### src/rtl/ctr_claim_map.sv
module ctr_claim_map #(
  parameter int ADDR_W = 16,
  parameter int MAX_IDX = 66,
  parameter logic [15:0] F0_CNT_BASE = 16'h00C1,
  parameter logic [15:0] F0_SEL_BASE = 16'h0186,
  parameter logic [15:0] F1_CNT_BASE = 16'h0300,
  parameter logic [15:0] F1_SEL_BASE = 16'h03A0,
  parameter logic [15:0] F2_CNT_BASE = 16'h0400,
  parameter logic [15:0] F2_SEL_BASE = 16'h0500
) (
  input  logic              clk,
  input  logic              rst_n,
  input  logic [1:0]        cfg_family,
  input  logic              req_valid,
  input  logic [1:0]        req_op,
  input  logic              req_map,
  input  logic [ADDR_W-1:0] req_addr,
  output logic              rsp_valid,
  output logic              rsp_ok,
  output logic              rsp_err
);
  localparam int NBITS = MAX_IDX + 1;
  localparam int IDX_W = $clog2(NBITS);
  localparam logic [1:0] OP_QRY = 2'd0, OP_RES = 2'd1, OP_REL = 2'd2, OP_RAW = 2'd3;

  logic [NBITS-1:0] cnt_map, sel_map;
  logic [ADDR_W-1:0] base, diff, idx_full;
  logic fam_bad, below, err;
  logic [IDX_W-1:0] idx;
  logic cur_bit;

  always_comb begin
    fam_bad = 1'b0;
    case (cfg_family)
      2'd0: base = ADDR_W'(req_map ? F0_SEL_BASE : F0_CNT_BASE);
      2'd1: base = ADDR_W'(req_map ? F1_SEL_BASE : F1_CNT_BASE);
      2'd2: base = ADDR_W'(req_map ? F2_SEL_BASE : F2_CNT_BASE);
      default: begin base = '0; fam_bad = 1'b1; end
    endcase
  end

  assign diff     = req_addr - base;
  assign below    = req_addr < base;
  assign idx_full = (req_op == OP_RAW) ? req_addr : diff;
  assign err      = ((req_op != OP_RAW) && (fam_bad || below)) || (idx_full > ADDR_W'(MAX_IDX));
  assign idx      = idx_full[IDX_W-1:0];
  assign cur_bit  = err ? 1'b0 : (req_map ? sel_map[idx] : cnt_map[idx]);

  always_ff @(posedge clk) begin
    if (!rst_n) begin
      cnt_map   <= '0;
      sel_map   <= '0;
      rsp_valid <= 1'b0;
      rsp_ok    <= 1'b0;
      rsp_err   <= 1'b0;
    end else begin
      rsp_valid <= req_valid;
      rsp_ok    <= 1'b0;
      rsp_err   <= 1'b0;
      if (req_valid) begin
        if (err) begin
          rsp_err <= 1'b1;
        end else begin
          case (req_op)
            OP_RES: begin
              rsp_ok <= !cur_bit;
              if (req_map) sel_map[idx] <= 1'b1;
              else         cnt_map[idx] <= 1'b1;
            end
            OP_REL: begin
              rsp_ok <= 1'b1;
              if (req_map) sel_map[idx] <= 1'b0;
              else         cnt_map[idx] <= 1'b0;
            end
            default: rsp_ok <= !cur_bit;
          endcase
        end
      end
    end
  end
endmodule


### config.mk
export PLATFORM = sky130hd
export DESIGN_NAME = ctr_claim_map
export DESIGN_NICKNAME = d
export VERILOG_FILES = /design/src/rtl/ctr_claim_map.sv
export SDC_FILE = /design/constraint.sdc
export NUM_CORES = 1
export LEC_CHECK = 0
export BUFFER_PORTS_ARGS = -buffer_cell sky130_fd_sc_hd__buf_2
export CAP_MARGIN = 20
export CORE_MARGIN = 8
export CORE_UTILIZATION = 39
export DETAILED_ROUTE_END_ITERATION = 16
export PLACE_DENSITY_LB_ADDON = 0.2
export SLEW_MARGIN = 10
export SYNTH_ARGS = -nofsm -noshare
export SYNTH_HDL_FRONTEND = slang
export SYNTH_SLANG_ARGS = --single-unit
export TNS_END_PERCENT = 50
### constraint.sdc
create_clock -name clk -period 5.2 [get_ports clk]
set_input_delay 0.78 -clock clk [delete_from_list [all_inputs] [get_ports clk]]
set_output_delay 0.78 -clock clk [all_outputs]
set_load 0.05 [all_outputs]
Yosys cells after proc, flatten, opt, wreduce, memory -nomap -nowiden

Index checks and enable logic that the tools add are counted.

Output and inout port bits: 3
Memories kept: 0
Register bits after elaboration: 137
ROM bits: 0
Bits in latches: 0
Word-level logic and storage cells: 62
RAM bits: 0
Input bits: 24

Reductions and logical operators: 12
Eq/ne operators: 10
Mux-type cells: 22
$mul: 0
Div/mod/pow operators: 0
Shift-type cells: 0
Magnitude comparators: 4
Bitwise logic cells: 8
Add/subtract/negate cells: 1

Operator list:

| kind                | number |
|---|---|
| $mux 67             | 4 |
| $pmux 67 s2         | 2 |
| $and 67x67->67      | 2 |
| $or 67x67->67       | 2 |
| $not 67->67         | 1 |
| $pmux 11 s3         | 1 |
| $mux 9              | 2 |
| $gt 16x7->1 const B | 1 |
| $lt 16x16->1        | 1 |
| $mux 16             | 1 |
| $sub 16x16->16      | 1 |
| $bmux 1 s7          | 2 |
| $ne 2x2->1 const B  | 5 |
| $reduce_and 5->1    | 2 |
| $lt 7x8->1 const B  | 1 |
| $mux 1              | 8 |
| $mux 8              | 1 |
| $demux 1 s7         | 1 |
| $ge 7x1->1 const B  | 1 |
| $eq 2x2->1 const B  | 3 |
| $reduce_or 3->1     | 2 |
| $eq 2x1->1 const B  | 2 |
| $not 1->1           | 3 |
| $logic_and 1x1->1   | 2 |
| other kinds (5)     | 6 |

Logic depth before layout (Yosys ltp)

Gate-level depths: netlist of the first run.

Depth in word-level cells: 12
Mapped depth: 16
Mapped depth without buffers: 13

Least setup slack after synthesis of the first run

Ideal clock, no wire load.

Path kind: input-to-reg
Start: input port cfg_family[1]
End: register with a tool-made name
Path slack: 1028 ps
Data arrival time: 4054 ps
Buffers on the path: 3
Data required time: 5081 ps
Stages: 14
Library setup time: 119 ps
Cell sequence: nor2_1 > nand2_1 > ha_1 > or3_1 > clkbuf_2 > o31a_1 > or4b_1 > a22oi_1 > a31oi_1 > or4_1 > buf_2 > or3_1 > buf_2 > o221a_1

RTL lines:

| element         | RTL line | source |
|---|---|---|
| start, declared | 13       | `input logic [1:0] cfg_family,` |

==> results_dict.tcl, run 1 <==
set metrics [dict create \
    syn_to_final_growth_pct 12.11 \
    synth_cell_type_count 79 \
    fin_cells 1339 \
    synth.avg_cell_area_um2 8.233 \
    synth_ff_type "dfxtp_1" \
    via_per_inst 7.001 \
    ir_drop_mv 0.1835 \
    critPathKind "input port to register" \
    drt-total-wl_um 34570 \
    drive_gt1_frac 0.1322 \
    overflow 0 \
    cts-root-buf "clkbuf_16" \
    fin_crit_sh 0.8717 \
    antenna_found_initial 0 \
    hold_ws_ns 0.4600 \
    setup_viol 0 \
    cts_tree "done" \
    cp_max_fo 11 \
    slew_viol_final 0 \
    required_ns 5.52 \
    rsz0062_at_grt "no" \
    vias 9375 \
    dp_cells 1307 \
    met3_usage 0.04046 \
    grt_max_degree 64 \
    netlist_area_um2 8743 \
    finalHoldViolations 0 \
    fill_cells 2242 \
    arrival_ns 4.86 \
    relSlewSlack 0.2324 \
    fp-row-count 54 \
    fin_nets 1083 \
    status "finished, final reports clean" \
    start_util 0.3994 \
    drt_iter0_markers 1250 \
    worst_slew_pin_slew_ns 1.151 \
    clock-sinks 137 \
    drt-pass1-iter-count 5 \
    hold_class "register to register" \
    place_congestion 0.9802 \
    power_per_cell_area_nw_per_um2 297.7 \
    core-area_um2 21890 \
    diodes 0 \
    period_needed_ns 4.533 \
    numCtsBuffers 17 \
    dp_slack_ns 0.3547 \
    fp.dieH_um 165.7 \
    fin_skew_ns 0.005154 \
    syn-num-nets 1099 \
    die_w_um 165.7 \
    ys.warnings.count 0 \
    synth_edf_count 0 \
    ys_seq_area_frac 0.3137 \
    end_kind "register" \
    grt_pass1_vias 8635 \
    worst_slack_ns 0.6672 \
    cts_buffer_depth 2 \
    grt_pass1_wl_um 53070 \
    track_usage 0.2391 \
    dieArea_um2 27470 \
    top_usage_layer "met2" \
    cts_resized 0 \
    clkTransAtPathRegs_ns 0.06 \
    wire_per_inst_um 25.82 \
    htree_num_levels 4 \
    holdBufCountCts 0 \
    drv_cap 0 \
    clkLatencyLatePin_ns 0.43 \
    cts_setup_buffers 0 \
    syn-instance-count 1062 \
    crit_path_start_kind "input port" \
    use_met2 0.3564 \
    synth_seq_cells 137 \
    grt_use_met1 0.3343 \
    tns_ns 0 \
    async_flop_share 0 \
    finalPower_mw 2.918 \
    ioPinCount 27 \
    drcViolationCount 0 \
    max_freq_ghz 0.2206 \
    port_buffers 26 \
    power.leakage_nw 3.996 \
    dp_hpwl_um 23580 \
    ant_nets 0 \
]
metrics by stage:
stage	instance area, um^2	util
floorplan	8743	-
global placement	9200	0.4203
detailed placement	9215	0.4210
CTS	9802	0.4478
global route	9802	0.4478
finish	9802	0.4478
worst max-delay path, stage by stage:
cell and delay, ns:
buf_2 0.15, inv_1 0.13, nand2_1 0.09, inv_1 0.07
ha_1 0.20, fa_1 0.27, nor2b_1 0.13, o41ai_1 0.46
nand4_1 0.21, a21oi_1 0.36, a21boi_0 0.26, or4_1 0.89
or3_1 0.58, o221a_1 0.28
cell families (layout without fill, tap and decap cells):
logic type,after synthesis,count (layout),share of synthesized area
buffers and inverters,130,127,0.05967
AND/OR/NAND/NOR,398,398,0.2325
AO/OA/AOI/OAI,332,332,0.3138
XOR/XNOR,5,5,0.005008
adder cells (fa/ha/maj),13,13,0.01946
flip-flops,137,137,0.3137
multiplexers,47,47,0.05581
metal layers:
layer,vias up,wire length [um]
li1,4182,-
met1,4545,15150
met2,562,15030
met3,86,3102
met4,0,1292
met5,-,0
cells in the mapped netlist, types with 19 or more instances:
library cell / number / share of area
dfxtp_1: 137 / 0.31
nand2_1: 115 / 0.049
clkbuf_1: 91 / 0.039
nor2_1: 58 / 0.025
nor3_1: 57 / 0.033
mux2i_1: 42 / 0.048
nand4_1: 42 / 0.030
a41o_1: 38 / 0.044
a311oi_1: 37 / 0.037
a31oi_1: 36 / 0.026
o211a_1: 32 / 0.037
a41oi_1: 31 / 0.031
nand3_1: 25 / 0.014
and3_1: 23 / 0.016
nor4_1: 19 / 0.014
layout by cell type (no fill, tap or decap), types with 14 or more instances in the layout:
cell type	instances
a211oi_1	17
a21oi_1	14
a311oi_1	37
a31oi_1	36
a41o_1	38
a41oi_1	31
and3_1	23
buf_2	26
buf_4	48
clkbuf_16	17
dfxtp_1	137
inv_1	17
mux2i_1	42
nand2_1	115
nand3_1	25
nand4_1	42
nor2_1	52
nor3_1	57
nor4_1	19
o211a_1	32
o21ai_0	17
cell type report:
type,count,area [um^2],share of cell area
flip-flops and latches,137,2743,0.2798
inverters,18,67.56,0.006893
repair buffers,77,545.5,0.05565
well taps,280,350.3,0.03574
clock buffers,20,446.7,0.04557
multi-input cells,795,5509,0.5620
clock inverters,12,140.1,0.01430
power breakdown:
| part | internal [mW] | switching, mW | total, mW |
|---|---|---|---|
| Clock | 0.726 | 0.517 | 1.24 |
| Combinational | 0.172 | 0.453 | 0.625 |
| Sequential | 1.05 | 0.000171 | 1.05 |
path summary, 6_finish.rpt:
check	from	to	slack, ns	cells past startpoint
worst max-delay path	req_map	register	0.67	14
worst min-delay path	register	register	0.46	2
worst max register to register	register	rsp_ok$_SDFF_PP0_	2.95	7
worst min register to register	register	register	0.46	2
Power figures use the tool's default switching activity.
==> run 2: changes to the inputs <==
==> constraint.sdc (replaced) <==
create_clock -name clk -period 5.2 [get_ports clk]
set_input_delay 1.04 -clock clk [delete_from_list [all_inputs] [get_ports clk]]
set_output_delay 1.04 -clock clk [all_outputs]
set_load 0.05 [all_outputs]
==> run 2 against run 1 <==
Effect of this change: die area is the same; cell count up 0.37%; final area is 0.79% higher; critical path depth grew 1; largest power group unchanged; sequential power hardly changed; total power rose by 0.30%; worst hold slack improved by 0.0033 ns; routed wire length rose by 0.27%; setup slack worse by 0.020 ns; sequential cell count stayed put; highest routed layer unchanged; clock power hardly changed.
==> results_dict.tcl, run 2 (synthesized netlist as in run 1, its figures left out) <==
set metrics [dict create \
    numCtsBuffers 17 \
    slew_viol_final 0 \
    wire_per_inst_um 25.79 \
    drt-total-wl_um 34670 \
    dp_slack_ns 0.2578 \
    seq_power_share 0.359 \
    fin_skew_ns 0.006008 \
    cpMaxStageDelayCell "or4_1" \
    cp-startpoint "req_map" \
    vias 9369 \
    clock-sinks 137 \
    port_buffers 26 \
    diodes 0 \
    clkLatencyLatePin_ns 0.43 \
    worst_slack_ns 0.6477 \
    antenna_found_initial 0 \
    dieArea_um2 27470 \
    switching_share 0.3247 \
    required_ns 5.52 \
    cp_cell_sequence "buf_2, inv_1, nand2_1, inv_1, ha_1, fa_1, nor2b_1, o311ai_0, nand3_1, xor2_1, o211ai_1, or4_1, buf_4, or3_1, o221a_1" \
    drt_iter0_markers 1298 \
    combPwrFrac 0.216 \
    holdBufCountCts 0 \
    place_congestion 0.9651 \
    fin_nets 1091 \
    start_util 0.3994 \
    fin_crit_sh 0.8754 \
    worst_path_most_repeated_cell "inv_1" \
    cts_resized 0 \
    fp.dieH_um 165.7 \
    drt-pass1-iter-count 8 \
    power_per_cell_area_nw_per_um2 296.3 \
    tns_ns 0 \
    hold_class "register to register" \
    net-switching-power_mw 0.9504 \
    r2r_slack_ns 2.93 \
    period_needed_ns 4.552 \
    end_kind "register" \
    syn_to_final_growth_pct 12.99 \
    mostFrequentLayoutCell "dfxtp_1" \
    status "finished, final reports clean" \
    fill_cells 2230 \
    finalHoldViolations 0 \
    ioPinCount 27 \
    overflow 0 \
    power.leakage_nw 4.037 \
    grt_max_degree 65 \
    fin_util 0.4513 \
    final_cell_mix "dfxtp_1 (137), nand2_1 (115), nor3_1 (57)" \
    dp_hpwl_um 24110 \
    die_w_um 165.7 \
    cts_tree "done" \
    clockPowerShare 0.425 \
    cts_setup_buffers 0 \
    cts-root-buf "clkbuf_16" \
    arrival_ns 4.87 \
    p_int_mw 1.977 \
    drcViolationCount 0 \
    cp_slowest_stage_delay_ns 0.55 \
    worst_slew_pin_slew_ns 0.9974 \
    core-area_um2 21890 \
    ant_nets 0 \
    drv_cap 0 \
    fp-row-count 54 \
    drive_gt1_frac 0.1372 \
    critPathKind "input port to register" \
    critPathBufInv 4 \
    ir_drop_mv 0.1948 \
    max_freq_ghz 0.2197 \
    grt_pass1_vias 8858 \
    setup_viol 0 \
    clkTransAtPathRegs_ns 0.06 \
    worst_path_dominant_cell_family "simple AND/OR/NAND/NOR gates" \
    finalPower_mw 2.927 \
    cts_buffer_depth 2 \
    track_usage 0.2425 \
    rsz0062_at_grt "no" \
    relSlewSlack 0.3343 \
    cp_max_fo 22 \
    grt_pass1_wl_um 53700 \
    htree_num_levels 4 \
    crit_path_start_kind "input port" \
    via_per_inst 6.971 \
]
run 2: power groups by stage:
stage / registers, mW / clock network [mW] / logic, mW
after floorplan: 1.08 / 0 / 0.369
after global placement: 1.07 / 0 / 0.609
after detailed placement: 1.07 / 0 / 0.605
after CTS: 1.05 / 1.25 / 0.607
after global routing: 1.05 / 1.30 / 0.661
final: 1.05 / 1.25 / 0.632
run 2: stage by stage:
step	cells	hold slack, ns	area (um^2)
floorplan	1062	0.4346	8743
global placement	1314	0.4471	9285
detailed placement	1314	0.4560	9285
CTS	1343	0.4657	9864
global route	1344	0.4919	9879
finish	1344	0.4633	9879
run 2: layout make-up:
| class | count | area (um^2) | share of cell area |
|---|---|---|---|
| multi-input combinational | 795 | 5509 | 0.5576 |
| clock inverter | 11 | 150.1 | 0.01520 |
| inverter | 18 | 67.56 | 0.006839 |
| timing repair buffer | 85 | 630.6 | 0.06383 |
| sequential | 137 | 2743 | 0.2776 |
| clock buffer | 18 | 429.2 | 0.04344 |
| tap | 280 | 350.3 | 0.03546 |
run 2: worst paths after layout:
| kind | to | cells after the start |
|---|---|---|
| hold reg to reg | register | 2 |
| setup reg to reg | rsp_ok$_SDFF_PP0_ | 7 |
| hold / removal | register | 2 |
| setup / recovery | register | 15 |
run 2: per-layer routing:
| layer | vias to the layer above | wire, um | global-route usage |
|---|---|---|---|
| met5 | - | 0 | 0 |
| met2 | 576 | 15390 | 0.3771 |
| met3 | 96 | 3456 | 0.05632 |
| met4 | 0 | 1165 | 0.08738 |
| li1 | 4212 | - | - |
| met1 | 4485 | 14650 | 0.3212 |
run 2: worst min-delay path, cell delays in order, from the launching register on:
cell and delay, ns:
dfxtp_1 0.31, nand2_1 0.05, mux2i_1 0.05
==> run 3: changes to the inputs <==
- CORE_ASPECT_RATIO: not set -> 0.7
- PLACE_DENSITY_LB_ADDON: 0.2 -> 0.1
==> run 3 against run 2 <==
Effect of this change: clock power fell by 13%; sequential share of layout area down 0.088 points; die area is 0.28% higher; core utilization rose by 0.24 points; clock skew grew 0.0053 ns; first-iteration DRC count shrank 17%; non-clock buffer count rose by 13; critical path depth is 3 lower; global-route usage is 1.6 points higher; clock-buffer cell count grew 4; sequential power barely moved; routed wire length increased by 4.6%.
==> results_dict.tcl, run 3 (synthesized netlist as in run 1, its figures left out) <==
set metrics [dict create \
    status "finished, final reports clean" \
    cts_tree "done" \
    use_met2 0.3458 \
    grt_pass1_wl_um 55150 \
    drv_cap 0 \
    antenna_found_initial 1 \
    required_ns 5.52 \
    final_cell_mix "dfxtp_1 (137), nand2_1 (115), buf_4 (67)" \
    drive_gt1_frac 0.1466 \
    fin_nets 1104 \
    fp.dieH_um 141.3 \
    fin_crit_sh 0.8900 \
    fin_util 0.4537 \
    via_per_inst 6.915 \
    worst_slew_pin_slew_ns 0.9558 \
    fin_area_um2 9911 \
    clock-sinks 137 \
    clkLatencyLatePin_ns 0.44 \
    fill_cells 2236 \
    place_area_um2 9408 \
    finalHoldViolations 0 \
    max_freq_ghz 0.2161 \
    clkTransAtPathRegs_ns 0.06 \
    ioPinCount 27 \
    core-area_um2 21850 \
    fin_cells 1360 \
    grt_use_met1 0.3896 \
    cp_slowest_stage_delay_ns 0.83 \
    drt-pass1-iter-count 6 \
    cp_cell_sequence "buf_2, nor2_1, nand2_1, ha_1, or3_1, o311ai_0, nand3_1, xor2_1, o211ai_1, or4_1, or3_1, o221a_1" \
    dp_slack_ns 0.1844 \
    htree_num_levels 4 \
    drt_iter0_markers 1072 \
    period_needed_ns 4.628 \
    place_congestion 0.9549 \
    cp_max_fo 7 \
    cp-startpoint "cfg_family[1]" \
    dieArea_um2 27540 \
    drcViolationCount 0 \
    cts_buffer_depth 2 \
    dp_cells 1330 \
    cts_resized 0 \
    wire_per_inst_um 26.66 \
    diodes 0 \
    track_usage 0.2583 \
    drt-total-wl_um 36260 \
    syn_to_final_growth_pct 13.35 \
    hold_class "register to register" \
    worst_slack_ns 0.5718 \
    overflow 0 \
    ir_drop_mv 0.2381 \
    port_buffers 26 \
    ant_nets 0 \
    die_w_um 195.0 \
    start_util 0.4002 \
    worst_path_most_repeated_cell "or3_1" \
    rsz0062_at_grt "no" \
    fin_skew_ns 0.01135 \
    fp-row-count 45 \
    critPathBufInv 1 \
    relSlewSlack 0.3621 \
    hold_ws_ns 0.4597 \
    power_per_cell_area_nw_per_um2 283.4 \
    slew_viol_final 0 \
    end_kind "register" \
    crit_path_start_kind "input port" \
    grt_pass1_vias 8486 \
    arrival_ns 4.95 \
    numCtsBuffers 17 \
    cts-root-buf "clkbuf_16" \
    grt_max_degree 66 \
    holdBufCountCts 0 \
    top_usage_layer "met1" \
    dp_hpwl_um 25150 \
    met3_usage 0.07276 \
    vias 9405 \
    cpMaxStageDelayCell "or4_1" \
    worst_path_dominant_cell_family "simple AND/OR/NAND/NOR gates" \
    cts_setup_buffers 0 \
    tns_ns 0 \
    finalPower_mw 2.809 \
    power.leakage_nw 4.068 \
    critPathKind "input port to register" \
    setup_viol 0 \
    mostFrequentLayoutCell "dfxtp_1" \
]
[run 3: cell types whose count changed in the layout (fill, tap and decap cells not counted), sizes merged]
| cell | delta |
|---|---|
| buf | +13 |
| bufinv | -3 |
| clkbuf | +4 |
[run 3: metal layers]
| metal | wire, um | part of all wire | vias to the layer above |
|---|---|---|---|
| met5 | 0 | 0 | - |
| met4 | 708 | 0.020 | 0 |
| met3 | 3982 | 0.11 | 50 |
| met2 | 14550 | 0.40 | 546 |
| met1 | 17020 | 0.47 | 4581 |
| li1 | - | - | 4228 |
[run 3: layout make-up]
cell class | count | area [um^2] | share of cell area
sequential | 137 | 2743 | 0.2767
tap | 282 | 352.8 | 0.03560
clock inverter | 8 | 48.80 | 0.004924
multi-input combinational | 795 | 5512 | 0.5561
inverter | 18 | 67.56 | 0.006817
timing repair buffer | 98 | 733.2 | 0.07398
clock buffer | 22 | 454.2 | 0.04583
[run 3: power by group]
| group | switching, mW | leakage, nW | internal (mW) |
|---|---|---|---|
| combinational | 0.474 | 2.72 | 0.189 |
| clock | 0.482 | 0.246 | 0.613 |
| sequential | 0.000254 | 1.10 | 1.05 |
| total | 0.956 | 4.07 | 1.85 |
[run 3: path summary, 6_finish.rpt]
| kind | end | slack (ns) | cells past startpoint |
|---|---|---|---|
| min reg2reg | register | 0.46 | 2 |
| max reg2reg | rsp_ok$_SDFF_PP0_ | 2.87 | 8 |
| min | register | 0.46 | 2 |
| max | register | 0.57 | 12 |
[run 3: worst register-to-register path, delay by kind of cell (launching register included)]
kind	cells	cell delay (ns)
AOI/OAI and AO/OA	5	1.18
and+or+nand+nor	2	0.48
DFF	1	0.38
buffers and inverters	1	0.17
